$ cat src/rtl/irq_seq_pkg.sv
package irq_seq_pkg;

    typedef enum logic [1:0] {
        ST_IDLE  = 2'd0,
        ST_ENTRY = 2'd1,
        ST_ISR   = 2'd2,
        ST_RET   = 2'd3
    } seq_state_e;

    localparam int OPT_SPD_RESTORE = 2;
    localparam int OPT_VEC_RELOAD  = 1;
    localparam int OPT_TMR_ADD     = 0;

endpackage

$ cat src/rtl/irq_lat_calc.sv
module irq_lat_calc #(
    parameter int BASE_LAT = 3,
    parameter int SYNC_LAT = 2,
    parameter int CW       = 3
) (
    input  logic          irq_portb,
    input  logic          sync_on,
    output logic [CW-1:0] lat_load
);
    localparam logic [CW-1:0] BASE_LOAD = CW'(BASE_LAT - 1);
    localparam logic [CW-1:0] SLOW_ADD  = CW'(SYNC_LAT);

    logic slow_path;

    always_comb begin
        slow_path = irq_portb && !sync_on;
        lat_load  = BASE_LOAD;
        if (slow_path) begin
            lat_load = BASE_LOAD + SLOW_ADD;
        end
    end

endmodule

$ cat src/rtl/irq_shadow_stack.sv
module irq_shadow_stack #(
    parameter int DEPTH = 2,
    parameter int W     = 4,
    parameter int DPW   = $clog2(DEPTH + 1)
) (
    input  logic           clk,
    input  logic           rst_n,
    input  logic           push,
    input  logic           pop,
    input  logic [W-1:0]   push_data,
    output logic [W-1:0]   top_data,
    output logic [DPW-1:0] depth,
    output logic           full,
    output logic           ovf
);
    localparam logic [DPW-1:0] DEPTH_MAX = DPW'(DEPTH);

    typedef struct packed {
        logic [DEPTH-1:0][W-1:0] ent;
        logic [DPW-1:0]          dep;
        logic                    ovf;
    } stk_t;

    stk_t stk_q, stk_d;
    logic [DEPTH-1:0] wr_sel;
    logic [DEPTH-1:0] top_sel;

    genvar gi;
    generate
        for (gi = 0; gi < DEPTH; gi++) begin : g_sel
            assign wr_sel[gi]  = push && !pop && (stk_q.dep == DPW'(gi));
            assign top_sel[gi] = (stk_q.dep == DPW'(gi + 1));
        end
    endgenerate

    always_comb begin
        stk_d = stk_q;
        for (int i = 0; i < DEPTH; i++) begin
            if (wr_sel[i]) begin
                stk_d.ent[i] = push_data;
            end
        end
        if (push && !pop) begin
            if (stk_q.dep < DEPTH_MAX) begin
                stk_d.dep = stk_q.dep + 1'b1;
            end else begin
                stk_d.ovf = 1'b1;
            end
        end else if (pop && !push) begin
            if (stk_q.dep != '0) begin
                stk_d.dep = stk_q.dep - 1'b1;
            end
        end
    end

    always_comb begin
        top_data = '0;
        for (int i = 0; i < DEPTH; i++) begin
            if (top_sel[i]) begin
                top_data = stk_q.ent[i];
            end
        end
    end

    always_ff @(posedge clk or negedge rst_n) begin
        if (!rst_n) begin
            stk_q <= '0;
        end else begin
            stk_q <= stk_d;
        end
    end

    assign depth = stk_q.dep;
    assign full  = (stk_q.dep == DEPTH_MAX);
    assign ovf   = stk_q.ovf;

    AST_DEPTH_BOUND: assert property (@(posedge clk) disable iff (!rst_n)
        depth <= DEPTH_MAX);
    AST_NO_OVERFLOW: assert property (@(posedge clk) disable iff (!rst_n)
        (push && !pop && full) |=> (depth == DEPTH_MAX && $stable(stk_q.ent)));
    AST_OVF_STICKY: assert property (@(posedge clk) disable iff (!rst_n)
        ovf |=> ovf);

endmodule

$ cat src/rtl/irq_seq_fsm.sv
module irq_seq_fsm
    import irq_seq_pkg::*;
#(
    parameter int PCW      = 16,
    parameter int SPW      = 4,
    parameter int DW       = 8,
    parameter int CW       = 3,
    parameter int DPW      = 2,
    parameter int REFILL   = 2,
    parameter logic [SPW-1:0] RST_SPD = '0,
    parameter logic [PCW-1:0] RST_VEC = '0
) (
    input  logic           clk,
    input  logic           rst_n,
    input  logic           irq_pend,
    input  logic           core_busy,
    input  logic [CW-1:0]  lat_load,
    input  logic           gie_set,
    input  logic           gie_clr,
    input  logic           spd_wr,
    input  logic [SPW-1:0] spd_wdata,
    input  logic [SPW-1:0] int_spd,
    input  logic           vec_wr,
    input  logic [PCW-1:0] vec_wdata,
    input  logic           ret_valid,
    input  logic [2:0]     ret_opt,
    input  logic [PCW-1:0] ret_pc,
    input  logic [DW-1:0]  w_val,
    input  logic           stk_full,
    input  logic [DPW-1:0] stk_depth,
    input  logic [SPW-1:0] stk_top,
    output logic           stk_push,
    output logic           stk_pop,
    output logic [SPW-1:0] stk_push_data,
    output logic           gie,
    output logic [SPW-1:0] spd_code,
    output logic [PCW-1:0] vec_addr,
    output logic           vec_fetch,
    output logic           mainline_resume,
    output logic           tmr_add_valid,
    output logic [DW-1:0]  tmr_add_val
);
    localparam logic [CW-1:0]  REFILL_LOAD = CW'(REFILL);
    localparam logic [PCW-1:0] PC_ONE      = PCW'(1);

    typedef struct packed {
        seq_state_e     st;
        logic [CW-1:0]  cnt;
        logic           gie;
        logic [SPW-1:0] spd;
        logic [PCW-1:0] vec;
        logic           tmr_v;
        logic [DW-1:0]  tmr_val;
    } ctl_t;

    ctl_t ctl_q, ctl_d;
    logic can_take;
    logic ret_take;
    logic in_slot;

    always_comb begin
        ctl_d       = ctl_q;
        ctl_d.tmr_v = 1'b0;
        stk_push    = 1'b0;
        stk_pop     = 1'b0;

        in_slot  = (ctl_q.st == ST_IDLE) || (ctl_q.st == ST_ISR);
        ret_take = (ctl_q.st == ST_ISR) && ret_valid;
        can_take = in_slot && irq_pend && ctl_q.gie && !core_busy && !ret_take;

        if (in_slot) begin
            if (gie_set) ctl_d.gie = 1'b1;
            if (gie_clr) ctl_d.gie = 1'b0;
        end
        if (spd_wr) ctl_d.spd = spd_wdata;
        if (vec_wr) ctl_d.vec = vec_wdata;

        unique case (ctl_q.st)
            ST_IDLE, ST_ISR: begin
                if (ret_take) begin
                    stk_pop     = 1'b1;
                    ctl_d.st    = ST_RET;
                    ctl_d.cnt   = REFILL_LOAD;
                    ctl_d.gie   = 1'b1;
                    if (ret_opt[OPT_SPD_RESTORE]) ctl_d.spd = stk_top;
                    if (ret_opt[OPT_VEC_RELOAD])  ctl_d.vec = ret_pc + PC_ONE;
                    if (ret_opt[OPT_TMR_ADD]) begin
                        ctl_d.tmr_v   = 1'b1;
                        ctl_d.tmr_val = w_val;
                    end
                end else if (can_take) begin
                    stk_push = 1'b1;
                    if (!stk_full) begin
                        ctl_d.st  = ST_ENTRY;
                        ctl_d.cnt = lat_load;
                        ctl_d.gie = 1'b0;
                        ctl_d.spd = int_spd;
                    end
                end
            end
            ST_ENTRY: begin
                if (ctl_q.cnt == '0) begin
                    ctl_d.st = ST_ISR;
                end else begin
                    ctl_d.cnt = ctl_q.cnt - 1'b1;
                end
            end
            ST_RET: begin
                if (ctl_q.cnt == '0) begin
                    ctl_d.st = (stk_depth != '0) ? ST_ISR : ST_IDLE;
                end else begin
                    ctl_d.cnt = ctl_q.cnt - 1'b1;
                end
            end
            default: ctl_d.st = ST_IDLE;
        endcase
    end

    always_ff @(posedge clk or negedge rst_n) begin
        if (!rst_n) begin
            ctl_q       <= '0;
            ctl_q.st    <= ST_IDLE;
            ctl_q.spd   <= RST_SPD;
            ctl_q.vec   <= RST_VEC;
        end else begin
            ctl_q <= ctl_d;
        end
    end

    assign stk_push_data   = ctl_q.spd;
    assign gie             = ctl_q.gie;
    assign spd_code        = ctl_q.spd;
    assign vec_addr        = ctl_q.vec;
    assign vec_fetch       = (ctl_q.st == ST_ENTRY) && (ctl_q.cnt == '0);
    assign mainline_resume = (ctl_q.st == ST_RET) && (ctl_q.cnt == '0);
    assign tmr_add_valid   = ctl_q.tmr_v;
    assign tmr_add_val     = ctl_q.tmr_val;

    AST_FETCH_PULSE: assert property (@(posedge clk) disable iff (!rst_n)
        vec_fetch |=> !vec_fetch);
    AST_NO_ENTRY_BUSY: assert property (@(posedge clk) disable iff (!rst_n)
        (ctl_q.st == ST_ENTRY && $past(ctl_q.st) != ST_ENTRY) |-> !$past(core_busy));
    AST_ENTRY_SPEED: assert property (@(posedge clk) disable iff (!rst_n)
        (ctl_q.st == ST_ENTRY && $past(ctl_q.st) != ST_ENTRY) |-> (spd_code == $past(int_spd) && !gie));
    AST_ENTRY_GIE_OFF: assert property (@(posedge clk) disable iff (!rst_n)
        (ctl_q.st == ST_ENTRY) |-> !gie);
    AST_NEED_GIE: assert property (@(posedge clk) disable iff (!rst_n)
        (ctl_q.st == ST_ENTRY && $past(ctl_q.st) != ST_ENTRY) |-> $past(gie));
    AST_RET_GIE_ON: assert property (@(posedge clk) disable iff (!rst_n)
        (ctl_q.st == ST_ISR && ret_valid) |=> gie);
    AST_RESUME_PULSE: assert property (@(posedge clk) disable iff (!rst_n)
        mainline_resume |=> (ctl_q.st != ST_RET));
    AST_NO_TAKE_IN_RET: assert property (@(posedge clk) disable iff (!rst_n)
        (ctl_q.st == ST_RET) |=> (ctl_q.st != ST_ENTRY));
    AST_TMR_PULSE: assert property (@(posedge clk) disable iff (!rst_n)
        tmr_add_valid |=> !tmr_add_valid);

endmodule

$ cat src/rtl/irq_seq_top.sv
module irq_seq_top #(
    parameter int PCW      = 16,
    parameter int SPW      = 4,
    parameter int DW       = 8,
    parameter int SDEPTH   = 2,
    parameter int BASE_LAT = 3,
    parameter int SYNC_LAT = 2,
    parameter int REFILL   = 2,
    parameter logic [SPW-1:0] RST_SPD = 4'h7,
    parameter logic [PCW-1:0] RST_VEC = 16'h0040,
    parameter int DPW      = $clog2(SDEPTH + 1)
) (
    input  logic           clk,
    input  logic           rst_n,
    input  logic           irq_pend,
    input  logic           irq_portb,
    input  logic           sync_on,
    input  logic           core_busy,
    input  logic           gie_set,
    input  logic           gie_clr,
    input  logic           spd_wr,
    input  logic [SPW-1:0] spd_wdata,
    input  logic [SPW-1:0] int_spd,
    input  logic           vec_wr,
    input  logic [PCW-1:0] vec_wdata,
    input  logic           ret_valid,
    input  logic [2:0]     ret_opt,
    input  logic [PCW-1:0] ret_pc,
    input  logic [DW-1:0]  w_val,
    output logic           gie,
    output logic [SPW-1:0] spd_code,
    output logic [PCW-1:0] vec_addr,
    output logic           vec_fetch,
    output logic           mainline_resume,
    output logic           tmr_add_valid,
    output logic [DW-1:0]  tmr_add_val,
    output logic [DPW-1:0] nest_depth,
    output logic           stack_ovf
);
    localparam int MAXCNT = BASE_LAT + SYNC_LAT + REFILL;
    localparam int CW     = $clog2(MAXCNT + 1);

    logic [CW-1:0]  lat_load;
    logic           stk_push;
    logic           stk_pop;
    logic [SPW-1:0] stk_push_data;
    logic [SPW-1:0] stk_top;
    logic           stk_full;

    irq_lat_calc #(
        .BASE_LAT (BASE_LAT),
        .SYNC_LAT (SYNC_LAT),
        .CW       (CW)
    ) u_lat (
        .irq_portb (irq_portb),
        .sync_on   (sync_on),
        .lat_load  (lat_load)
    );

    irq_shadow_stack #(
        .DEPTH (SDEPTH),
        .W     (SPW),
        .DPW   (DPW)
    ) u_stk (
        .clk       (clk),
        .rst_n     (rst_n),
        .push      (stk_push),
        .pop       (stk_pop),
        .push_data (stk_push_data),
        .top_data  (stk_top),
        .depth     (nest_depth),
        .full      (stk_full),
        .ovf       (stack_ovf)
    );

    irq_seq_fsm #(
        .PCW     (PCW),
        .SPW     (SPW),
        .DW      (DW),
        .CW      (CW),
        .DPW     (DPW),
        .REFILL  (REFILL),
        .RST_SPD (RST_SPD),
        .RST_VEC (RST_VEC)
    ) u_fsm (
        .clk             (clk),
        .rst_n           (rst_n),
        .irq_pend        (irq_pend),
        .core_busy       (core_busy),
        .lat_load        (lat_load),
        .gie_set         (gie_set),
        .gie_clr         (gie_clr),
        .spd_wr          (spd_wr),
        .spd_wdata       (spd_wdata),
        .int_spd         (int_spd),
        .vec_wr          (vec_wr),
        .vec_wdata       (vec_wdata),
        .ret_valid       (ret_valid),
        .ret_opt         (ret_opt),
        .ret_pc          (ret_pc),
        .w_val           (w_val),
        .stk_full        (stk_full),
        .stk_depth       (nest_depth),
        .stk_top         (stk_top),
        .stk_push        (stk_push),
        .stk_pop         (stk_pop),
        .stk_push_data   (stk_push_data),
        .gie             (gie),
        .spd_code        (spd_code),
        .vec_addr        (vec_addr),
        .vec_fetch       (vec_fetch),
        .mainline_resume (mainline_resume),
        .tmr_add_valid   (tmr_add_valid),
        .tmr_add_val     (tmr_add_val)
    );

endmodule

$ cat config.mk
export PLATFORM = sky130hd
export DESIGN_NAME = irq_seq_top
export DESIGN_NICKNAME = d
export VERILOG_FILES = /design/src/rtl/irq_seq_pkg.sv /design/src/rtl/irq_lat_calc.sv /design/src/rtl/irq_shadow_stack.sv /design/src/rtl/irq_seq_fsm.sv /design/src/rtl/irq_seq_top.sv
export SDC_FILE = /design/constraint.sdc
export NUM_CORES = 1
export LEC_CHECK = 0
export BUFFER_PORTS_ARGS = -buffer_cell sky130_fd_sc_hd__buf_2
export CORE_ASPECT_RATIO = 0.75
export CORE_MARGIN = 5
export CORE_UTILIZATION = 40
export DETAILED_ROUTE_END_ITERATION = 7
export GPL_TIMING_DRIVEN = 0
export PLACE_DENSITY = 0.7
export SLEW_MARGIN = 20
export SYNTH_ARGS = -nofsm -noshare
export SYNTH_HDL_FRONTEND = slang
export SYNTH_SLANG_ARGS = --single-unit
$ cat constraint.sdc
create_clock -name clk -period 1.9 [get_ports clk]
set_clock_uncertainty 0.15 [all_clocks]
set_input_delay 0.19 -clock clk [delete_from_list [all_inputs] [get_ports clk]]
set_output_delay 0.19 -clock clk [all_outputs]
set_load 0.05 [all_outputs]
* Yosys cells after proc, flatten, opt, wreduce, memory -nomap -nowiden
Index checks and enable logic that the tools add are counted.
Word-level totals: output and inout bits 35, bits in latches 0, bits in read-only memories 0, register bits after elaboration 46, memories kept 0, RAM bits 0
Cells by class: $lt $le $gt $ge 1, muxes and demuxes 30, multiply operators 0, add/sub/neg operators 4, equality and inequality tests 10, shift-type cells 0, div/mod/pow operators 0, bitwise operators 1, reductions and logical operators 30
Operators with widths (count):
- $mux W16 | 2
- $mux W10 | 3
- $mux W30 | 1
- $mux W25 | 1
- $add A16 B1 Y16 const B | 1
- $mux W4 | 4
- $pmux W5 S3 | 1
- $mux W2 | 7
- $logic_and A1 B1 Y1 | 12
- $mux W9 | 1
- $mux W1 | 8
- $eq A2 B2 Y1 const B | 3
- $mux W3 | 2
- $reduce_and A3 Y1 | 2
- $reduce_bool A2 Y1 | 3
- $logic_not A1 Y1 | 5
- $eq A2 B1 Y1 const B | 2
- $logic_not A2 Y1 | 2
- $ne A2 B1 Y1 const B | 2
- $reduce_and A2 Y1 | 2
- $reduce_and A4 Y1 | 1
- $logic_not A3 Y1 | 1
- $ne A3 B1 Y1 const B | 1
- $ne A3 B3 Y1 const B | 1
- other kinds (8) | 8

* Longest topological paths before layout
Gate-level depths: netlist of the first run.
word-level depth 13, gate-level depth with buffers 7

* Modules after synthesis
A second synthesis of the first run with hierarchy kept.
Unflattened totals: cells, all modules 278, area, all modules 2871.5 sq um
Modules (own cells, without submodules):
- irq_seq_fsm | instances 1, area an instance 2243.4 sq um, cells each 220, sequential area each 880.8 sq um
- irq_shadow_stack | instances 1, area an instance 596.8 sq um, cells each 53, sequential area each 275.3 sq um
- irq_lat_calc | instances 1, area an instance 31.3 sq um, cells each 5, sequential area each 0.0 sq um

* Worst setup path after synthesis of the first run
Ideal clock, no wire load.
kind reg2out, from reg u_fsm.ctl_q[30] (netlist bit), to out vec_fetch, slack 29 ps, required time 1560 ps, data arrival time 1531 ps, buffers on the path 0, cell stages (with the launch flop) 5, path through dfrtp_1 > inv_1 > ha_1 > and3b_1 > nor2b_1
On the way: word-level cells in the longest chain between the ends 2
RTL lines:
- start: declaration | line irq_seq_fsm.sv:56 | ctl_t ctl_q, ctl_d;
- start signal: assignment | line irq_seq_fsm.sv:126 | ctl_q <= ctl_d;
- $logic_not A3 Y1 | line irq_seq_fsm.sv:134 | assign vec_fetch = (ctl_q.st == ST_ENTRY) && (ctl_q.cnt == '0);
- $logic_and A1 B1 Y1 | line irq_seq_fsm.sv:134
- end: declaration | line irq_seq_top.sv:33 | output logic vec_fetch,
No other way between the ends.

* Worst setup path in the final report of the first run
from reg u_fsm.ctl_q[30] (netlist bit), to out mainline_resume
On the way: word-level cells in the longest chain between the ends 2
RTL lines:
- $logic_not A3 Y1 | line irq_seq_fsm.sv:135 | assign mainline_resume = (ctl_q.st == ST_RET) && (ctl_q.cnt == '0);
- $logic_and A1 B1 Y1 | line irq_seq_fsm.sv:135
- end: declaration | line irq_seq_top.sv:34 | output logic mainline_resume,
No other way between the ends.

==> results.yml, run 1 <==
grt:
  antenna_found_initial: 0
  grt_overflow: 0
  grt_pass1_vias: 2260
  grt_pass1_wl_um: 11000
  grt_max_degree: 47
  grt_use_total: 0.160
layout:
  nFillCells: 614
  antenna_cells: 0
  nets: 452
  seqCellArea_um2: 1160
  syn2layout_area_growth_pct: 31.8
  drive_above_1_share: 0.505
  multi_input_area_um2: 1390
  design_area_um2: 3650
  post-route-util: 0.539
sta:
  tightest_slew_ns: 0.596
  timing.final.max_slew_violations: 0
  maxSlewHeadroom: 0.603
  finalCriticalPeriod_ns: 1.83
  setup_violations: 0
  max_freq_mhz: 545
  finalCritPeriodShare: 0.965
  rsz0062_at_grt: "false"
  hold_viol: 0
routing:
  via_per_inst: 4.95
  routed_wl_um: 7020
  drtIter0Drc: 118
  wl_per_cell_um: 15.0
  route.vias.total: 2318
  antenna_left: 0
  drc: 0
  first_pass_iters: 4
cts:
  insertion_delay_ns: 0.30
  clock_path_buffers: 2
  cts_buffers: 5
  cts_tree: "built"
  cts.sink_count: 46
  clk_pin_slew_ns: 0.10
  cts.htree.levels: 2
  root_buffer: "clkbuf_8"
pwr:
  intPower_uw: 2680
  p_comb_frac: 0.544
  netSwitchingPower_uw: 2280
  power-per-cell-area_nw_per_um2: 1360
  switching_share: 0.460
  power_frac_clock: 0.128
  cellLeakagePower_uw: 0.00176
  peakVddDrop_mv: 0.736
  seq_power_share: 0.328
synthesis:
  synth_warnings: 0
  yosysUniqueCellTypes: 43
  ys_async_sr_fraction: 1.00
  synth.area.mux_share: 0.143
  synth_nets: 339
  avgSynthCellArea_um2: 10.2
  syn-cell-area_um2: 2770
  synth_adder_area_share: 0.0317
  yosys.area_share.simple: 0.152
  synthFlopType: "dfrtp_1"
  syn_inst: 270
  synth_top_family_by_area: "simple AND/OR/NAND/NOR gates"
  synth_edf_count: 0
  synth-compound-area-share: 0.102
  synth_xor_area_frac: 0.0475
  ys_seq_area_frac: 0.418
  ys_ff_latch: 46
die:
  die_w_um: 106
  start_util: 0.409
  die_h_um: 82.0
  die_area_um2: 8700
  core_um2: 6770
  num_rows: 26
  ioPinCount: 97
place:
  detailed_place_hpwl_um: 5280
  place_congestion: 0.832
  place_area_um2: 3340
  io_buffers: 94
setup_path:
  rr_worst_depth: 6
  start_kind: "register"
  critical_path.max_fanout: 4
  critical_path_class: "reg -> out"
  rrSetupSlack_ns: 0.09
  required_ns: 1.56
  cp-end-kind: "primary output"
  arrival_ns: 1.49
outcome:
  status: "finished, final reports clean"
min_path:
  worstHoldPathType: "in -> reg"
  min_delay_path_depth: 3
flow_run:
  cap_violations: 0
## routing by layer
layer | up-vias | share of wire | global-route usage
met4 | 0 | 0.0085 | 0.0414
met3 | 4 | 0.052 | 0.0251
li1 | 1156 | - | -
met5 | - | 0 | 0
met2 | 73 | 0.47 | 0.260
met1 | 1085 | 0.47 | 0.224
## power by group through the flow
stage	logic (µW)	registers, µW	clock network [µW]
after detailed placement	2580	1620	0
after global routing	2900	1680	704
after CTS	2650	1610	652
after global placement	2530	1600	0
after floorplan	1990	1630	0
final	2700	1630	635
## cell usage after synthesis (2+ instances only)
library cell,number,area share
dfrtp_1,42,0.38
buf_4,30,0.081
mux2_2,28,0.11
nand2_1,22,0.030
nor2_1,11,0.015
o21ai_0,10,0.018
xnor2_1,10,0.032
inv_1,9,0.012
nand3_1,9,0.016
a21oi_1,8,0.014
mux2i_1,8,0.029
ha_1,7,0.032
nand4_1,6,0.014
a211oi_1,5,0.014
nand2b_1,5,0.011
nor3_1,5,0.0090
xor2_1,5,0.016
buf_2,4,0.0072
dfstp_2,4,0.038
nor2b_1,4,0.0090
o21ai_1,4,0.0072
a221oi_1,3,0.0095
o41ai_1,3,0.0095
a22oi_1,2,0.0054
and2_1,2,0.0045
and3b_1,2,0.0063
buf_1,2,0.0027
clkbuf_1,2,0.0027
nor4_1,2,0.0045
nor4_2,2,0.0090
o21ai_2,2,0.0063
## kinds of logic after synthesis
logic type                 after synthesis
and+or+nand+nor                         76
buffers and inverters                   47
DFF                                     46
AOI/OAI and AO/OA                       43
muxes                                   36
xor gates and xnor gates                15
adders and majority gates                7
## flip-flops by register name (all words and copies together) (netlist names)
name                 flops
u_fsm.ctl_q              5
u_stk.depth              2
u_fsm.tmr_add_valid      1
u_fsm.spd_code           4
u_stk.ovf                1
u_fsm.vec_addr          16
u_stk.stk_q              8
u_fsm.tmr_add_val        8
u_fsm.gie                1
## critical path, cell delays in order (launching register included)
cell     delay, ns
dfrtp_1       0.39
inv_2         0.08
ha_2          0.19
and3b_2       0.23
and2_4        0.16
buf_6         0.15
## repair_timing
| item | in CTS | in global routing |
|---|---|---|
| setup buffers | 1 | 1 |
| pin swaps | 1 | 3 |
| resized for setup | 15 | 11 |
| setup endpoints to repair | 18 | 18 |
| cloned | 0 | 0 |
| hold buffers | 10 | 0 |
| endpoints found under the hold margin | 51 | 0 |
## layout make-up
class                   count  area share
clock inverters             3     0.00686
inverters                   9     0.00926
repair buffers            106       0.165
plain buffers              38      0.0724
well taps                  84      0.0288
clock buffers               5      0.0189
flip-flops and latches     46       0.317
multi-input cells         177       0.382
## layout by cell type, fill, tap and decap left out, drive strengths merged, types with 3 or more instances in the layout
master and instances:
a211oi 5, a21oi 8, a221oi 3, buf 131, clkbuf 8, dfrtp 42
dfstp 4, dlygate4sd3 10, ha 7, inv 10, mux2 28, mux2i 8
nand2 22, nand2b 5, nand3 9, nand4 7, nor2 11, nor2b 4
nor3 5, nor4 4, o21ai 16, o41ai 3, xnor2 10, xor2 5
## path summary, 6_finish.rpt
path / startpoint / to
worst max-delay path: u_fsm.ctl_q[30]$_DFFE_PN0P_ / mainline_resume
worst min-delay path: ret_pc[15] / u_fsm.vec_addr[15]$_DFF_PN0_
worst max register to register: u_fsm.ctl_q[34]$_DFFE_PN0P_ / u_stk.stk_q[6]$_DFFE_PN0P_
worst min register to register: u_stk.ovf$_DFFE_PN0P_ / u_stk.ovf$_DFFE_PN0P_
max in group asynchronous: rst_n / u_fsm.ctl_q[34]$_DFFE_PN0P_
min in group asynchronous: rst_n / u_stk.depth[1]$_DFFE_PN0P_
## metrics by stage
| stage | hold WS (ns) | std cells | TNS [ns] | total power, µW | setup slack (ns) |
|---|---|---|---|---|---|
| 3_3_place_gp | 0.275 | 448 | -1.61 | 4130 | -0.159 |
| 2_1_floorplan | -0.256 | 270 | 0 | 3610 | 0.0287 |
| 6_report | 0.0303 | 468 | 0 | 4960 | 0.0660 |
| 3_5_place_dp | 0.282 | 448 | -2.09 | 4200 | -0.183 |
| 5_1_grt | 0.0249 | 468 | 0 | 5280 | 0.00153 |
| 4_1_cts | 0.0246 | 467 | 0 | 4910 | 0.00243 |
Power figures use the tool's default switching activity.
==> inputs of run 2 (changes only) <==
CORE_MARGIN = default   (was 5)
==> run 2 against run 1 <==
Effect of this change: the flow now finishes with violations (design-rule violations); register-to-register slack got worse by 0.04 ns; final area barely moved; combinational power barely moved; via count rose by 1.6%; first-iteration DRC count fell by 33%; sequential share of layout area barely moved; cell count fell by 0.21%; sequential power barely moved; non-clock buffer count rose by 2; die area fell by 17%; highest routed layer unchanged.
==> results.yml, run 2 (synthesis results as in run 1) <==
layout:
  largest_reg_flops: 16
  drive_above_1_share: 0.510
  nets: 454
  antenna_cells: 0
  nFillCells: 585
  syn2layout_area_growth_pct: 31.8
  post-route-util: 0.563
  final_common_cell: "buf_2"
  layout_common_cells: "buf_2, dfrtp_1, buf_4"
setup_path:
  required_ns: 1.96
  path_cells: "inv_1 > ha_2 > nand4bb_4 > buf_6 > o41ai_1 > a211oi_1"
  crit_slowest_cell: "dfrtp_1"
  rr_worst_depth: 6
  critical_path.max_fanout: 10
  critPathMaxStageDelay_ns: 0.35
  r2r-end: "u_fsm.spd_code[2]$_DFF_PN1_"
  arrival_ns: 1.90
  rrSetupSlack_ns: 0.05
  cp-end-kind: "register"
  critical_path_class: "reg -> reg"
  start_kind: "register"
  rr_startpoint: "u_stk.depth[0]$_DFFE_PN0P_"
die:
  num_rows: 25
  ioPinCount: 97
  core_um2: 6470
  die_h_um: 74.0
  start_util: 0.427
  die_area_um2: 7260
  die_w_um: 98.0
grt:
  grt_pass1_wl_um: 11200
  antenna_found_initial: 0
  grt_max_degree: 47
  grt_use_total: 0.196
  grt_overflow: 0
  grt_pass1_vias: 2325
cts:
  cts_tree: "built"
  insertion_delay_ns: 0.29
  clk_pin_slew_ns: 0.09
  root_buffer: "clkbuf_8"
  cts.htree.levels: 2
  cts_buffers: 5
  cts.sink_count: 46
  clock_path_buffers: 2
routing:
  routed_wl_um: 6850
  wl_per_cell_um: 14.7
  drc: 7
  antenna_left: 0
  via_per_inst: 5.04
  route.vias.total: 2356
  drtIter0Drc: 79
  first_pass_iters: 7
place:
  io_buffers: 94
  detailed_place_hpwl_um: 5180
  place_congestion: 0.865
  pre_cts_ws_ns: -0.139
min_path:
  min_delay_path_depth: 3
  whs_endpoint: "u_fsm.vec_addr[15]$_DFF_PN0_"
  worstHoldPathType: "in -> reg"
  hp-start: "ret_pc[15]"
sta:
  hold_viol: 0
  setup_violations: 0
  max_freq_mhz: 542
  maxSlewHeadroom: 0.604
  finalCriticalPeriod_ns: 1.85
  setup_slack_ns: 0.0540
  timing.final.max_slew_violations: 0
  tightest_slew_ns: 0.594
  finalCritPeriodShare: 0.972
  rsz0062_at_grt: "true"
outcome:
  status: "finished, violations left"
  violations: "design-rule violations"
pwr:
  peakVddDrop_mv: 0.802
  power-per-cell-area_nw_per_um2: 1360
  cellLeakagePower_uw: 0.00176
flow_run:
  cap_violations: 0
## run 2: report_power, final
group          internal (µW)  leakage, µW  switching (µW)
clock                    259    0.0000441             350
sequential              1370     0.000551             245
combinational           1050      0.00116            1670
total                   2680      0.00176            2270
## run 2: layout make-up
cell class,count,area (µm²),area share
plain buffers,38,269,0.0738
clock buffers,5,68.8,0.0189
clock inverters,3,21.3,0.00583
inverters,9,33.8,0.00927
multi-input cells,177,1380,0.378
flip-flops and latches,46,1160,0.318
well taps,81,101,0.0278
repair buffers,108,616,0.169
## run 2: worst max-delay path, delay by kind of cell (launching register included)
kind | cells | cell delay, ns
AO/OA/AOI/OAI | 2 | 0.44
flip-flops | 1 | 0.35
AND/OR/NAND/NOR | 1 | 0.29
buffers and inverters | 2 | 0.27
adder cells (fa/ha/maj) | 1 | 0.25
## run 2: timing repair
action                                  in CTS  in global routing
setup buffers                                1                  3
resized for setup                           13                 16
hold buffers                                10                  0
endpoints found under the hold margin       51                  0
pin swaps                                    1                  3
endpoints found under the setup margin      18                 29
## run 2: through the flow
step                      cells  total power (µW)  instance area (µm²)  setup TNS [ns]  hold slack, ns
final                       467              4950                 3650               0          0.0387
after global routing        467              5260                 3650         -0.0661          0.0275
after floorplan             270              3610                 2770               0          -0.256
after CTS                   464              4880                 3580               0          0.0325
after global placement      445              4120                 3340           -1.26           0.273
after detailed placement    445              4190                 3340           -1.59           0.280
## run 2: worst max path at each step
stage	startpoint	endpoint	slack, ns
2_1_floorplan	u_fsm.ctl_q[30]$_DFFE_PN0P_	vec_fetch	0.03
3_3_place_gp	u_fsm.ctl_q[34]$_DFFE_PN0P_	u_stk.stk_q[10]$_DFFE_PN0P_	-0.13
3_5_place_dp	u_stk.depth[0]$_DFFE_PN0P_	u_fsm.spd_code[0]$_DFF_PN1_	-0.14
4_1_cts	u_fsm.ctl_q[30]$_DFFE_PN0P_	mainline_resume	0.002
5_1_grt	u_stk.depth[0]$_DFFE_PN0P_	u_fsm.spd_code[0]$_DFF_PN1_	-0.03
6_report	u_stk.depth[0]$_DFFE_PN0P_	u_fsm.spd_code[2]$_DFF_PN1_	0.05
## run 2: metal layers
| metal | up-vias | global-route usage | part of all wire |
|---|---|---|---|
| met5 | - | 0 | 0 |
| met1 | 1113 | 0.268 | 0.46 |
| met4 | 0 | 0.0690 | 0.011 |
| met2 | 75 | 0.312 | 0.47 |
| met3 | 8 | 0.0423 | 0.051 |
| li1 | 1160 | - | - |
==> inputs of run 3 (changes only) <==
BUFFER_PORTS_ARGS = default   (was -buffer_cell sky130_fd_sc_hd__buf_2)
DONT_BUFFER_PORTS = 1   (was default)
PLACE_DENSITY = 0.58   (was 0.7)
==> run 3 against run 2 <==
Effect of this change: the run still ends with design-rule violations left; final area is 4.7% lower; non-clock buffer count fell by 63; hold slack worse by 0.030 ns; sequential power grew 6%; setup slack better by 0.029 ns; clock power fell by 2%; critical path type is now reg -> out; via count fell by 9.3%; global-route usage down 0.34 points; cell count shrank 13%; die area is the same.
==> results.yml, run 3 (synthesis results as in run 1) <==
cts:
  cts.htree.levels: 2
  cts_buffers: 5
  cts_tree: "built"
  clock_path_buffers: 2
  clk_pin_slew_ns: 0.09
  cts.sink_count: 46
  root_buffer: "clkbuf_8"
  insertion_delay_ns: 0.29
min_path:
  worstHoldPathType: "in -> reg"
sta:
  setup_violations: 0
  maxSlewHeadroom: 0.647
  finalCritPeriodShare: 0.956
  timing.final.max_slew_violations: 0
  setup_tns_ns: 0
  finalCriticalPeriod_ns: 1.82
  whs_ns: 0.00911
  hold_viol: 0
  max_freq_mhz: 550
  tightest_slew_ns: 0.530
setup_path:
  required_ns: 1.56
  critical_path.max_fanout: 4
  start_kind: "register"
  arrival_ns: 1.48
  crit_slowest_cell: "dfrtp_1"
  rrSetupSlack_ns: 0.09
  cp-end-kind: "primary output"
  r2r-end: "u_stk.depth[0]$_DFFE_PN0P_"
  path_cells: "inv_2 > ha_2 > and3b_2 > nor2b_4"
  rr_worst_depth: 5
  critPathLaunch: "u_fsm.ctl_q[31]$_DFFE_PN0P_"
  rr_startpoint: "u_fsm.gie$_DFF_PN0_"
  critical_path_class: "reg -> out"
  crit_path_end: "vec_fetch"
  critPathMaxStageDelay_ns: 0.40
grt:
  grt_pass1_wl_um: 10800
  grt_pass1_vias: 2084
  grt_use_total: 0.193
  grt_max_degree: 47
  antenna_found_initial: 0
  grt_overflow: 0
layout:
  nFillCells: 589
  nets: 391
  drive_above_1_share: 0.325
  final_common_cell: "dfrtp_1"
  post-route-util: 0.537
  final_cells: 404
  syn2layout_area_growth_pct: 25.6
  antenna_cells: 0
  layout_common_cells: "dfrtp_1, dlygate4sd3_1, buf_4"
  largest_reg_flops: 16
die:
  core_um2: 6470
  num_rows: 25
  die_h_um: 74.0
  ioPinCount: 97
  start_util: 0.427
  die_area_um2: 7260
  die_w_um: 98.0
pwr:
  design_power_total_uw: 4720
  cellLeakagePower_uw: 0.00151
  peakVddDrop_mv: 0.881
  power-per-cell-area_nw_per_um2: 1360
routing:
  drtIter0Drc: 95
  antenna_left: 0
  wl_per_cell_um: 16.8
  drc: 6
  route.vias.total: 2137
  first_pass_iters: 6
  routed_wl_um: 6800
  via_per_inst: 5.29
place:
  dp_cells: 351
  io_buffers: 0
  detailed_place_hpwl_um: 4730
  place_congestion: 0.865
flow_run:
  cap_violations: 0
outcome:
  status: "finished, violations left"
  violations: "design-rule violations"
[run 3: cell count changes in the layout (fill, tap and decap cells not counted), moves of 2 or more]
cell           previous run  this run
buf_2                    94         3
buf_6                     3         1
clkbuf_1                  1         3
clkbuf_2                  2         0
dlygate4sd3_1            10        38
[run 3: per-layer routing]
metal	wire length, µm	vias up	GRT usage
li1	-	1030	-
met1	3420	1033	0.279
met2	3010	66	0.294
met3	294	8	0.0404
met4	80	0	0.0505
met5	0	-	0
[run 3: final cells by class]
type | count | area, µm² | share of cell area
Buffer | 38 | 267 | 0.0767
Clock buffer | 6 | 72.6 | 0.0209
Clock inverter | 2 | 13.8 | 0.00396
Inverter | 9 | 33.8 | 0.00972
Timing Repair Buffer | 45 | 453 | 0.130
Sequential cell | 46 | 1160 | 0.334
Multi-Input combinational cell | 177 | 1380 | 0.396
Tap cell | 81 | 101 | 0.0292
[run 3: metrics by stage]
step                      setup slack (ns)  instance area [µm²]
after floorplan                     0.0287                 2770
after global routing              -0.00986                 3480
after CTS                          0.00814                 3410
after global placement              -0.191                 2870
final                               0.0830                 3480
after detailed placement            -0.194                 2870
[run 3: where the power goes]
group | internal [µW] | switching, µW
combinational | 924 | 1490
sequential | 1370 | 335
clock | 260 | 338
[run 3: timing repair]
item	in CTS	in global routing
endpoints found under the setup margin	19	18
pin swaps	1	4
gates resized for setup	15	9
hold endpoints to repair	73	0
hold buffers	39	0
setup buffers	1	5
[run 3: worst min-delay path by stage]
stage / cells past startpoint / slack, ns / start / end
floorplan: 0 / -0.26 / rst_n / u_fsm.ctl_q[30]$_DFFE_PN0P_
global placement: 0 / -0.25 / rst_n / u_stk.ovf$_DFFE_PN0P_
detailed placement: 0 / -0.25 / rst_n / u_stk.ovf$_DFFE_PN0P_
CTS: 3 / 0.005 / vec_wdata[5] / u_fsm.vec_addr[5]$_DFF_PN0_
global route: 3 / 0.01 / vec_wdata[0] / u_fsm.vec_addr[0]$_DFF_PN0_
finish: 3 / 0.009 / vec_wdata[5] / u_fsm.vec_addr[5]$_DFF_PN0_
[run 3: worst max-delay path: cells and delay by family (launching register included)]
| family | cells | cell delay (ns) |
|---|---|---|
| and+or+nand+nor | 2 | 0.56 |
| buffers and inverters | 1 | 0.06 |
| adders and majority gates | 1 | 0.17 |
| DFF | 1 | 0.40 |
